**src/rtl/regwr_pkg.sv**
```systemverilog
package regwr_pkg;
  localparam int unsigned SLOTS = 4;
  localparam int unsigned WORDS = SLOTS + 1;
  localparam int unsigned SEL_W = $clog2(SLOTS);
  localparam int unsigned CNT_W = $clog2(WORDS);
endpackage

```
**src/rtl/regwr_addr_map.sv**
```systemverilog
module regwr_addr_map #(
  parameter int unsigned ADDR_W = 16,
  parameter int unsigned IDX_W  = 8,
  parameter logic [ADDR_W-1:0] WIN0_BASE = 16'h1C00,
  parameter logic [ADDR_W-1:0] WIN1_BASE = 16'h2C00,
  parameter logic [ADDR_W-1:0] EXEC_OFS  = 16'h0100,
  parameter logic [IDX_W-1:0]  PAD_IDX   = 8'h15
) (
  input  logic [IDX_W-1:0]  idx_i,
  output logic [ADDR_W-1:0] addr_o,
  output logic              pad_o,
  output logic              exec_o
);
  logic [ADDR_W-1:0] offs;
  logic              win1;

  assign win1   = idx_i[IDX_W-1];
  assign offs   = ADDR_W'({idx_i[IDX_W-2:0], 2'b00});
  assign addr_o = (win1 ? WIN1_BASE : WIN0_BASE) + offs;
  assign pad_o  = (idx_i == PAD_IDX);
  // execute region: upper half of window 0 only
  assign exec_o = !win1 && (|(offs & EXEC_OFS));
endmodule

```
**src/rtl/regwr_collect.sv**
```systemverilog
module regwr_collect
  import regwr_pkg::*;
#(
  parameter int unsigned DATA_W = 32
) (
  input  logic                         clk_i,
  input  logic                         rst_ni,
  input  logic                         in_valid_i,
  input  logic [DATA_W-1:0]            in_data_i,
  input  logic                         in_last_i,
  input  logic                         busy_i,
  output logic                         in_ready_o,
  output logic                         grp_load_o,
  output logic [DATA_W-1:0]            idx_word_o,
  output logic [SLOTS-1:0][DATA_W-1:0] val_o,
  output logic                         err_o
);
  localparam logic [CNT_W-1:0] LAST_CNT = CNT_W'(WORDS - 1);

  logic [CNT_W-1:0] cnt_q;
  logic             accept;
  logic             trunc;

  assign in_ready_o = !busy_i;
  assign accept     = in_valid_i && in_ready_o;
  assign trunc      = accept && in_last_i && (cnt_q != LAST_CNT);
  assign grp_load_o = accept && (cnt_q == LAST_CNT);

  always_ff @(posedge clk_i or negedge rst_ni) begin
    if (!rst_ni) begin
      cnt_q <= '0;
    end else if (accept) begin
      if (trunc || cnt_q == LAST_CNT) cnt_q <= '0;
      else                            cnt_q <= cnt_q + 1'b1;
    end
  end

  always_ff @(posedge clk_i or negedge rst_ni) begin
    if (!rst_ni)                      idx_word_o <= '0;
    else if (accept && cnt_q == '0)   idx_word_o <= in_data_i;
  end

  for (genvar k = 0; k < SLOTS; k++) begin : g_val
    always_ff @(posedge clk_i or negedge rst_ni) begin
      if (!rst_ni)                                   val_o[k] <= '0;
      else if (accept && cnt_q == CNT_W'(k + 1))     val_o[k] <= in_data_i;
    end
  end

  always_ff @(posedge clk_i or negedge rst_ni) begin
    if (!rst_ni)    err_o <= 1'b0;
    else if (trunc) err_o <= 1'b1;
  end
endmodule

```
**src/rtl/regwr_issue.sv**
```systemverilog
module regwr_issue
  import regwr_pkg::*;
#(
  parameter int unsigned ADDR_W = 16,
  parameter int unsigned DATA_W = 32
) (
  input  logic                         clk_i,
  input  logic                         rst_ni,
  input  logic                         grp_load_i,
  input  logic [SLOTS-1:0]             keep_i,
  input  logic [SLOTS-1:0][ADDR_W-1:0] addr_i,
  input  logic [SLOTS-1:0]             exec_i,
  input  logic [SLOTS-1:0][DATA_W-1:0] data_i,
  input  logic                         wr_ready_i,
  output logic                         wr_valid_o,
  output logic [ADDR_W-1:0]            wr_addr_o,
  output logic [DATA_W-1:0]            wr_data_o,
  output logic                         busy_o,
  output logic                         batch_done_o
);
  logic [SLOTS-1:0] pend_q;
  logic [SEL_W-1:0] sel;
  logic             found;
  logic             fire;

  // lowest pending slot first; padding slots never enter pend_q
  always_comb begin
    sel   = '0;
    found = 1'b0;
    for (int k = 0; k < SLOTS; k++) begin
      if (pend_q[k] && !found) begin
        sel   = SEL_W'(k);
        found = 1'b1;
      end
    end
  end

  assign wr_valid_o = found;
  assign wr_addr_o  = addr_i[sel];
  assign wr_data_o  = data_i[sel];
  assign busy_o     = |pend_q;
  assign fire       = wr_valid_o && wr_ready_i;

  always_ff @(posedge clk_i or negedge rst_ni) begin
    if (!rst_ni) begin
      pend_q <= '0;
    end else if (grp_load_i) begin
      pend_q <= keep_i;
    end else if (fire) begin
      pend_q[sel] <= 1'b0;
    end
  end

  always_ff @(posedge clk_i or negedge rst_ni) begin
    if (!rst_ni) batch_done_o <= 1'b0;
    else         batch_done_o <= fire && exec_i[sel];
  end
endmodule

```
**src/rtl/regwr_unpacker.sv**
```systemverilog
module regwr_unpacker
  import regwr_pkg::*;
#(
  parameter int unsigned ADDR_W = 16,
  parameter int unsigned DATA_W = 32,
  parameter logic [ADDR_W-1:0] WIN0_BASE = 16'h1C00,
  parameter logic [ADDR_W-1:0] WIN1_BASE = 16'h2C00,
  parameter logic [ADDR_W-1:0] EXEC_OFS  = 16'h0100,
  parameter logic [DATA_W/SLOTS-1:0] PAD_IDX = 8'h15
) (
  input  logic              clk_i,
  input  logic              rst_ni,
  input  logic              in_valid_i,
  output logic              in_ready_o,
  input  logic [DATA_W-1:0] in_data_i,
  input  logic              in_last_i,
  output logic              wr_valid_o,
  input  logic              wr_ready_i,
  output logic [ADDR_W-1:0] wr_addr_o,
  output logic [DATA_W-1:0] wr_data_o,
  output logic              batch_done_o,
  output logic              err_o
);
  localparam int unsigned IDX_W = DATA_W / SLOTS;

  logic                         busy;
  logic                         grp_load;
  logic [DATA_W-1:0]            idx_word;
  logic [SLOTS-1:0][DATA_W-1:0] val;
  logic [SLOTS-1:0][ADDR_W-1:0] slot_addr;
  logic [SLOTS-1:0]             slot_pad;
  logic [SLOTS-1:0]             slot_exec;

  regwr_collect #(.DATA_W(DATA_W)) u_collect (
    .clk_i      (clk_i),
    .rst_ni     (rst_ni),
    .in_valid_i (in_valid_i),
    .in_data_i  (in_data_i),
    .in_last_i  (in_last_i),
    .busy_i     (busy),
    .in_ready_o (in_ready_o),
    .grp_load_o (grp_load),
    .idx_word_o (idx_word),
    .val_o      (val),
    .err_o      (err_o)
  );

  for (genvar k = 0; k < SLOTS; k++) begin : g_map
    regwr_addr_map #(
      .ADDR_W    (ADDR_W),
      .IDX_W     (IDX_W),
      .WIN0_BASE (WIN0_BASE),
      .WIN1_BASE (WIN1_BASE),
      .EXEC_OFS  (EXEC_OFS),
      .PAD_IDX   (PAD_IDX)
    ) u_map (
      .idx_i  (idx_word[k*IDX_W +: IDX_W]),
      .addr_o (slot_addr[k]),
      .pad_o  (slot_pad[k]),
      .exec_o (slot_exec[k])
    );
  end

  regwr_issue #(.ADDR_W(ADDR_W), .DATA_W(DATA_W)) u_issue (
    .clk_i        (clk_i),
    .rst_ni       (rst_ni),
    .grp_load_i   (grp_load),
    .keep_i       (~slot_pad),
    .addr_i       (slot_addr),
    .exec_i       (slot_exec),
    .data_i       (val),
    .wr_ready_i   (wr_ready_i),
    .wr_valid_o   (wr_valid_o),
    .wr_addr_o    (wr_addr_o),
    .wr_data_o    (wr_data_o),
    .busy_o       (busy),
    .batch_done_o (batch_done_o)
  );
endmodule

```
**config.mk**
```make
export PLATFORM = sky130hd
export DESIGN_NAME = regwr_unpacker
export DESIGN_NICKNAME = d
export VERILOG_FILES = /design/src/rtl/regwr_pkg.sv /design/src/rtl/regwr_addr_map.sv /design/src/rtl/regwr_collect.sv /design/src/rtl/regwr_issue.sv /design/src/rtl/regwr_unpacker.sv
export SDC_FILE = /design/constraint.sdc
export NUM_CORES = 1
export LEC_CHECK = 0
export CAP_MARGIN = 5
export CORE_MARGIN = 1.5
export CORE_UTILIZATION = 63
export DETAILED_ROUTE_END_ITERATION = 10
export DONT_BUFFER_PORTS = 1
export PLACE_DENSITY = 0.79
export REMOVE_ABC_BUFFERS = 1
export SLEW_MARGIN = 20
export SYNTH_ARGS = -nofsm -noshare
export SYNTH_HDL_FRONTEND = slang
export SYNTH_SLANG_ARGS = --single-unit
```
**constraint.sdc**
```tcl
create_clock -name clk_i -period 2 [get_ports clk_i]
set_clock_uncertainty 0.05 [all_clocks]
set_input_delay 0.4 -clock clk_i [delete_from_list [all_inputs] [get_ports clk_i]]
set_output_delay 0.4 -clock clk_i [all_outputs]
set_load 0.05 [all_outputs]
```
==> results.ini, run 1 <==
[outcome]
status = finished, violations left
violations = hold timing, setup timing

[critical_path]
crit_type = reg -> out
r2r_cells = 9
r2r-start = u_issue.pend_q[1]
required_ns = 1.55
cp_max_fo = 11
cp.arrival_ns = 1.97
cp-startpoint = u_issue.pend_q[1]
worstSetupEndpointType = output port
startpoint_type = flop

[routing]
wl_mm = 25.8
vias_per_cell = 7.00
drtIter0Drc = 705
avgRoutedWirePerCell_um = 29.7
drtAntennaViolNets = 0
dr.pass1.iters = 5
route.detailed.drc = 0
vias = 6067

[yosys]
yosysUniqueCellTypes = 42
ys_seq_area_frac = 0.542
synth-seq-cells = 169
synth_edf_count = 0
yosys_warnings = 0
syn_area_per_cell_um2 = 12.8
synth_top_cell_by_area = dfrtp_1
yosysTopAreaCellShare = 0.542
synth_area_um2 = 7810
synth-async-reset-ratio = 1.00
postSynthCellCount = 609
synthFlopType = dfrtp_1
yosys-top-cells-area = dfrtp_1, mux2_2, a221oi_1, mux2_4, o21bai_1

[sta]
whs_ns = -0.395
drv_slew = 0
rsz0062_at_grt = yes
finalCritPeriodShare = 1.21
hold_violations = 169
fmax_mhz = 414
fin_crit_ns = 2.42
finalSetupViolCount = 207
fin_ws_ns = -0.418

[die]
die_area_um2 = 13100
core_um2 = 12100
initial_utilization = 0.647
dieHeight_um = 114
num_io_pins = 89
die_w_um = 114
floorplan.rows = 40

[placement]
place_congestion = 0.815
io_buffers = 0
dpl.hpwl_mm = 11.9

[grt]
antenna_found_initial = 0
track_usage = 0.331
grt_pass1_wl_mm = 32.3
grt_pass1_vias = 5874
overflow = 0
grt_max_degree = 170

[clocking]
cts.sinks = 169
cts_tree = built
cts-buffers-inserted = 17
htreeDepth = 4
clock-root-buffer = clkbuf_16
insertion_delay_ns = 0.43
clockBufferDepth = 2
clk_pin_slew_ns = 0.06

[finish]
layout-drive-gt1-share = 0.567
area_growth_pct = 34.4
fin_nets = 728
n_antenna_cell = 0

[worst_hold_path]
hp-class = in -> async

[job]
drv_cap = 0

cell usage after synthesis, types with 3 or more instances:
library cell / n
buf_2: 12
buf_4: 8
mux2_4: 20
dfrtp_1: 169
o21bai_1: 35
nor2_1: 5
mux2_2: 133
a21oi_1: 10
a221oi_1: 36
a22o_1: 3
o21ai_0: 47
and4b_1: 3
buf_6: 3
clkbuf_1: 25
nor4bb_1: 3
nand2_1: 45
nor2b_1: 4
inv_1: 9
ha_1: 5
mux2_1: 7
cell type report:
| type | count | area, um2 |
|---|---|---|
| Sequential cell | 169 | 4230 |
| Timing Repair Buffer | 103 | 1510 |
| Tap cell | 168 | 210 |
| Multi-Input combinational cell | 385 | 3920 |
| Fill cell | 473 | 1570 |
| Clock buffer | 25 | 485 |
| Clock inverter | 7 | 91.3 |
| Inverter | 10 | 42.5 |
cell families after synthesis:
group	synth area share
AOI/OAI and AO/OA	0.121
other	0.000962
adders and majority gates	0.00801
DFF	0.542
and+or+nand+nor	0.0503
buffers and inverters	0.0375
muxes	0.240
layer usage:
layer / routed length, um / up-vias / global-route usage
li1: - / 2380 / -
met1: 9520 / 3099 / 0.408
met2: 12600 / 457 / 0.563
met3: 2060 / 131 / 0.0693
met4: 1540 / 0 / 0.158
met5: 0 / - / 0
path summary, 6_finish.rpt:
path | to | slack, ns
setup / recovery | wr_data_o[4] | -0.42
min in group clk_i | u_collect.val_o[120] | 0.06
max in group asynchronous | u_issue.pend_q[1] | 1.92
hold / removal | u_collect.err_o | -0.39
hold reg to reg | u_collect.val_o[25] | 0.46
setup reg to reg | u_collect.idx_word_o[25] | -0.33
critical path: stages (launching register included):
cell       delay [ns]
dfrtp_2          0.47
nor3_4           0.21
or2_4            0.24
clkbuf_16        0.20
nand2_1          0.08
o21ai_1          0.13
buf_6            0.19
stage by stage:
step | setup slack, ns | TNS [ns] | cell area (um2) | instances | utilization
6_report | -0.418 | -51.76 | 10500 | 867 | 0.870
5_1_grt | -0.454 | -61.60 | 10500 | 867 | 0.870
4_1_cts | -0.303 | -17.04 | 9680 | 845 | 0.802
3_5_place_dp | 0.0252 | 0 | 8520 | 807 | 0.706
3_3_place_gp | 0.0788 | 0 | 8520 | 807 | 0.706
2_1_floorplan | -2.07 | -250.95 | 7570 | 564 | -
registers in the layout (all words and copies together), names as in the netlist:
name / flops
u_issue.batch_done_o: 1
u_collect.err_o: 1
u_collect.cnt_q: 3
u_collect.idx_word_o: 32
u_collect.val_o: 128
u_issue.pend_q: 4
placed cells by master (no fill, tap or decap), types with 2 or more instances in the layout:
cell,count
o21ai_0,5
mux2_2,132
a221oi_2,30
ha_1,5
nand3_1,2
nor2_1,5
o21ai_2,33
buf_8,4
clkbuf_8,3
nor4bb_1,3
conb_1,7
mux2_4,28
nand2_8,4
nand2_4,5
and4b_1,3
buf_4,13
clkbuf_1,5
a221oi_1,5
a22o_4,2
bufinv_16,2
nand2_2,6
nor2b_4,3
buf_16,2
o21bai_1,35
nand2_1,31
buf_12,21
o21ai_4,3
buf_6,51
dfrtp_1,165
clkinv_2,3
dfrtp_2,4
o21ai_1,6
clkbuf_16,29
a21oi_1,9
inv_1,8
timing repair:
item / CTS / global route
gates cloned: 2 / 14
endpoints found under the setup margin: 44 / 207
buffers inserted: 4 / 9
endpoints found under the hold margin: 169 / 169
pin swaps: 4 / 12
gates resized for setup: 114 / 103
Power of run 1 is not shown: default switching activity piles up to over one toggle a cycle in this logic, so the estimate is an artifact.
==> run 2: changes to the inputs <==
- SETUP_SLACK_MARGIN: unset -> 0.1
==> run 2 against run 1 <==
Against the previous run: the flow still finishes with violations (hold timing, setup timing); clock-buffer cell count unchanged; hold slack worse by 0.0044 ns; sequential share of layout area up 0.60 points; setup slack worse by 0.022 ns; register-to-register slack worse by 0.05 ns; cell area down 1.5%; fmax down 0.88%; final cell count unchanged; non-clock buffer count unchanged; die area unchanged; largest cell class unchanged.
==> results.ini, run 2 (synthesis gave the netlist of run 1 again) <==
[clocking]
cts.sinks = 169
clock-root-buffer = clkbuf_16
insertion_delay_ns = 0.44
cts-buffers-inserted = 17
clockBufferDepth = 2
htreeDepth = 4
cts_tree = built
clk_pin_slew_ns = 0.07

[critical_path]
r2r_setup_slack_ns = -0.38
cp.arrival_ns = 1.99
r2r_end = u_collect.idx_word_o[20]
startpoint_type = flop
crit_chain = buf_12, buf_6, a221oi_1, o21ai_1, buf_6
cp_max_fo = 17
crit_top_cell = buf_6
worstSetupEndpointType = output port
r2r-start = u_issue.pend_q[2]
crit_type = reg -> out
r2r_cells = 9
cp-startpoint = u_issue.pend_q[1]
slowest_stage = dfrtp_2
cp-endpoint = wr_data_o[11]
required_ns = 1.55
critPathMaxStageDelay_ns = 0.46

[placement]
dpl.hpwl_mm = 11.9
dp_cells = 807
place_congestion = 0.815
io_buffers = 0

[sta]
maxSlewHeadroom = 0.655
finalCritPeriodShare = 1.22
hold_violations = 169
finalSetupViolCount = 207
worst_slew_pin_slew_ns = 0.505
fmax_mhz = 410
drv_slew = 0
rsz0062_at_grt = yes
fin_crit_ns = 2.44
fin_ws_ns = -0.439
whs_ns = -0.399
fin_tns_setup_ns = -56.32

[grt]
grt_pass1_vias = 6276
track_usage = 0.378
grt_max_degree = 170
grt_pass1_wl_mm = 36.4
overflow = 0
antenna_found_initial = 1

[finish]
layout_commonest_cell = dfrtp_1
area_growth_pct = 32.4
largest_register = u_collect.val_o
n_antenna_cell = 0
largest_register_ff_count = 128
mostFrequentLayoutCells = dfrtp_1, mux2_2, buf_6, mux2_4, nand2_1
largest_registers = u_collect.val_o: 128 flops, u_collect.idx_word_o: 32 flops, u_issue.pend_q: 4 flops
fin_cells = 867
fin_nets = 728
layout-drive-gt1-share = 0.529

[routing]
routed.top_layer = met4
wl_met2_mm = 12.5
dr.pass1.iters = 5
avgRoutedWirePerCell_um = 29.4
wl_mm = 25.5
route.detailed.drc = 0
vias = 6023
drtAntennaViolNets = 0
drtIter0Drc = 652
wl_met1_mm = 9.51
wl_met3_mm = 2.09
vias_per_cell = 6.95

[die]
num_io_pins = 89
initial_utilization = 0.647
core_um2 = 12100
floorplan.rows = 40
die_area_um2 = 13100
dieHeight_um = 114
die_w_um = 114

[outcome]
violations = hold timing, setup timing
status = finished, violations left

[job]
drv_cap = 0

[worst_hold_path]
hp-class = in -> async

-- run 2: cell types whose count changed in the layout (fill, tap and decap cells not counted), moves of 4 or more --
cell,previous run,this run
nand2_4,5,0
o21ai_2,33,20
a221oi_2,30,26
mux2_2,132,120
clkbuf_16,29,19
nand2_1,31,39
mux2_4,28,40
buf_12,21,27
o21ai_1,6,23
-- run 2: area by class of cell --
cell class	count	area, um2
repair buffers	103	1430
flip-flops and latches	169	4230
clock buffers	25	485
multi-input cells	385	3840
fillers	501	1720
clock inverters	7	91.3
inverters	10	47.5
well taps	168	210
-- run 2: critical path, delay by kind of cell, from the launching register on --
kind	cells	cell delay [ns]
DFF	1	0.46
buffers and inverters	3	0.54
AOI/OAI and AO/OA	2	0.53
-- run 2: per-stage QoR --
step	cell area (um2)	hold WS, ns	util	setup WS [ns]
6_report	10300	-0.399	0.857	-0.439
5_1_grt	10300	-0.407	0.857	-0.490
4_1_cts	10100	-0.400	0.838	-0.303
3_5_place_dp	8520	0.0592	0.706	0.0252
3_3_place_gp	8520	0.0603	0.706	0.0788
2_1_floorplan	7570	0.0544	-	-2.07
-- run 2: worst min path at each step --
stage                     startpoint                   to  slack, ns  depth (start not counted)
after global routing          rst_ni      u_collect.err_o      -0.41                          0
final                         rst_ni  u_collect.val_o[51]      -0.40                          0
after floorplan               rst_ni   u_collect.cnt_q[0]       0.05                          0
after global placement        rst_ni      u_collect.err_o       0.06                          0
after detailed placement      rst_ni      u_collect.err_o       0.06                          0
after CTS                     rst_ni      u_collect.err_o      -0.40                          0
-- run 2: what timing repair did --
| item | in CTS | in global routing |
|---|---|---|
| hold endpoints to repair | 169 | 169 |
| pin swaps | 3 | 8 |
| setup endpoints to repair | 181 | 208 |
| gates resized for setup | 142 | 79 |
| cloned | 11 | 2 |
| buffers inserted | 12 | 15 |
-- run 2: per-layer routing --
layer  track usage  up-vias
li1              -     2376
met5             0        -
met3        0.0895      119
met2         0.615      425
met1         0.473     3103
met4         0.203        0
Power of run 2 is left out for the same reason.
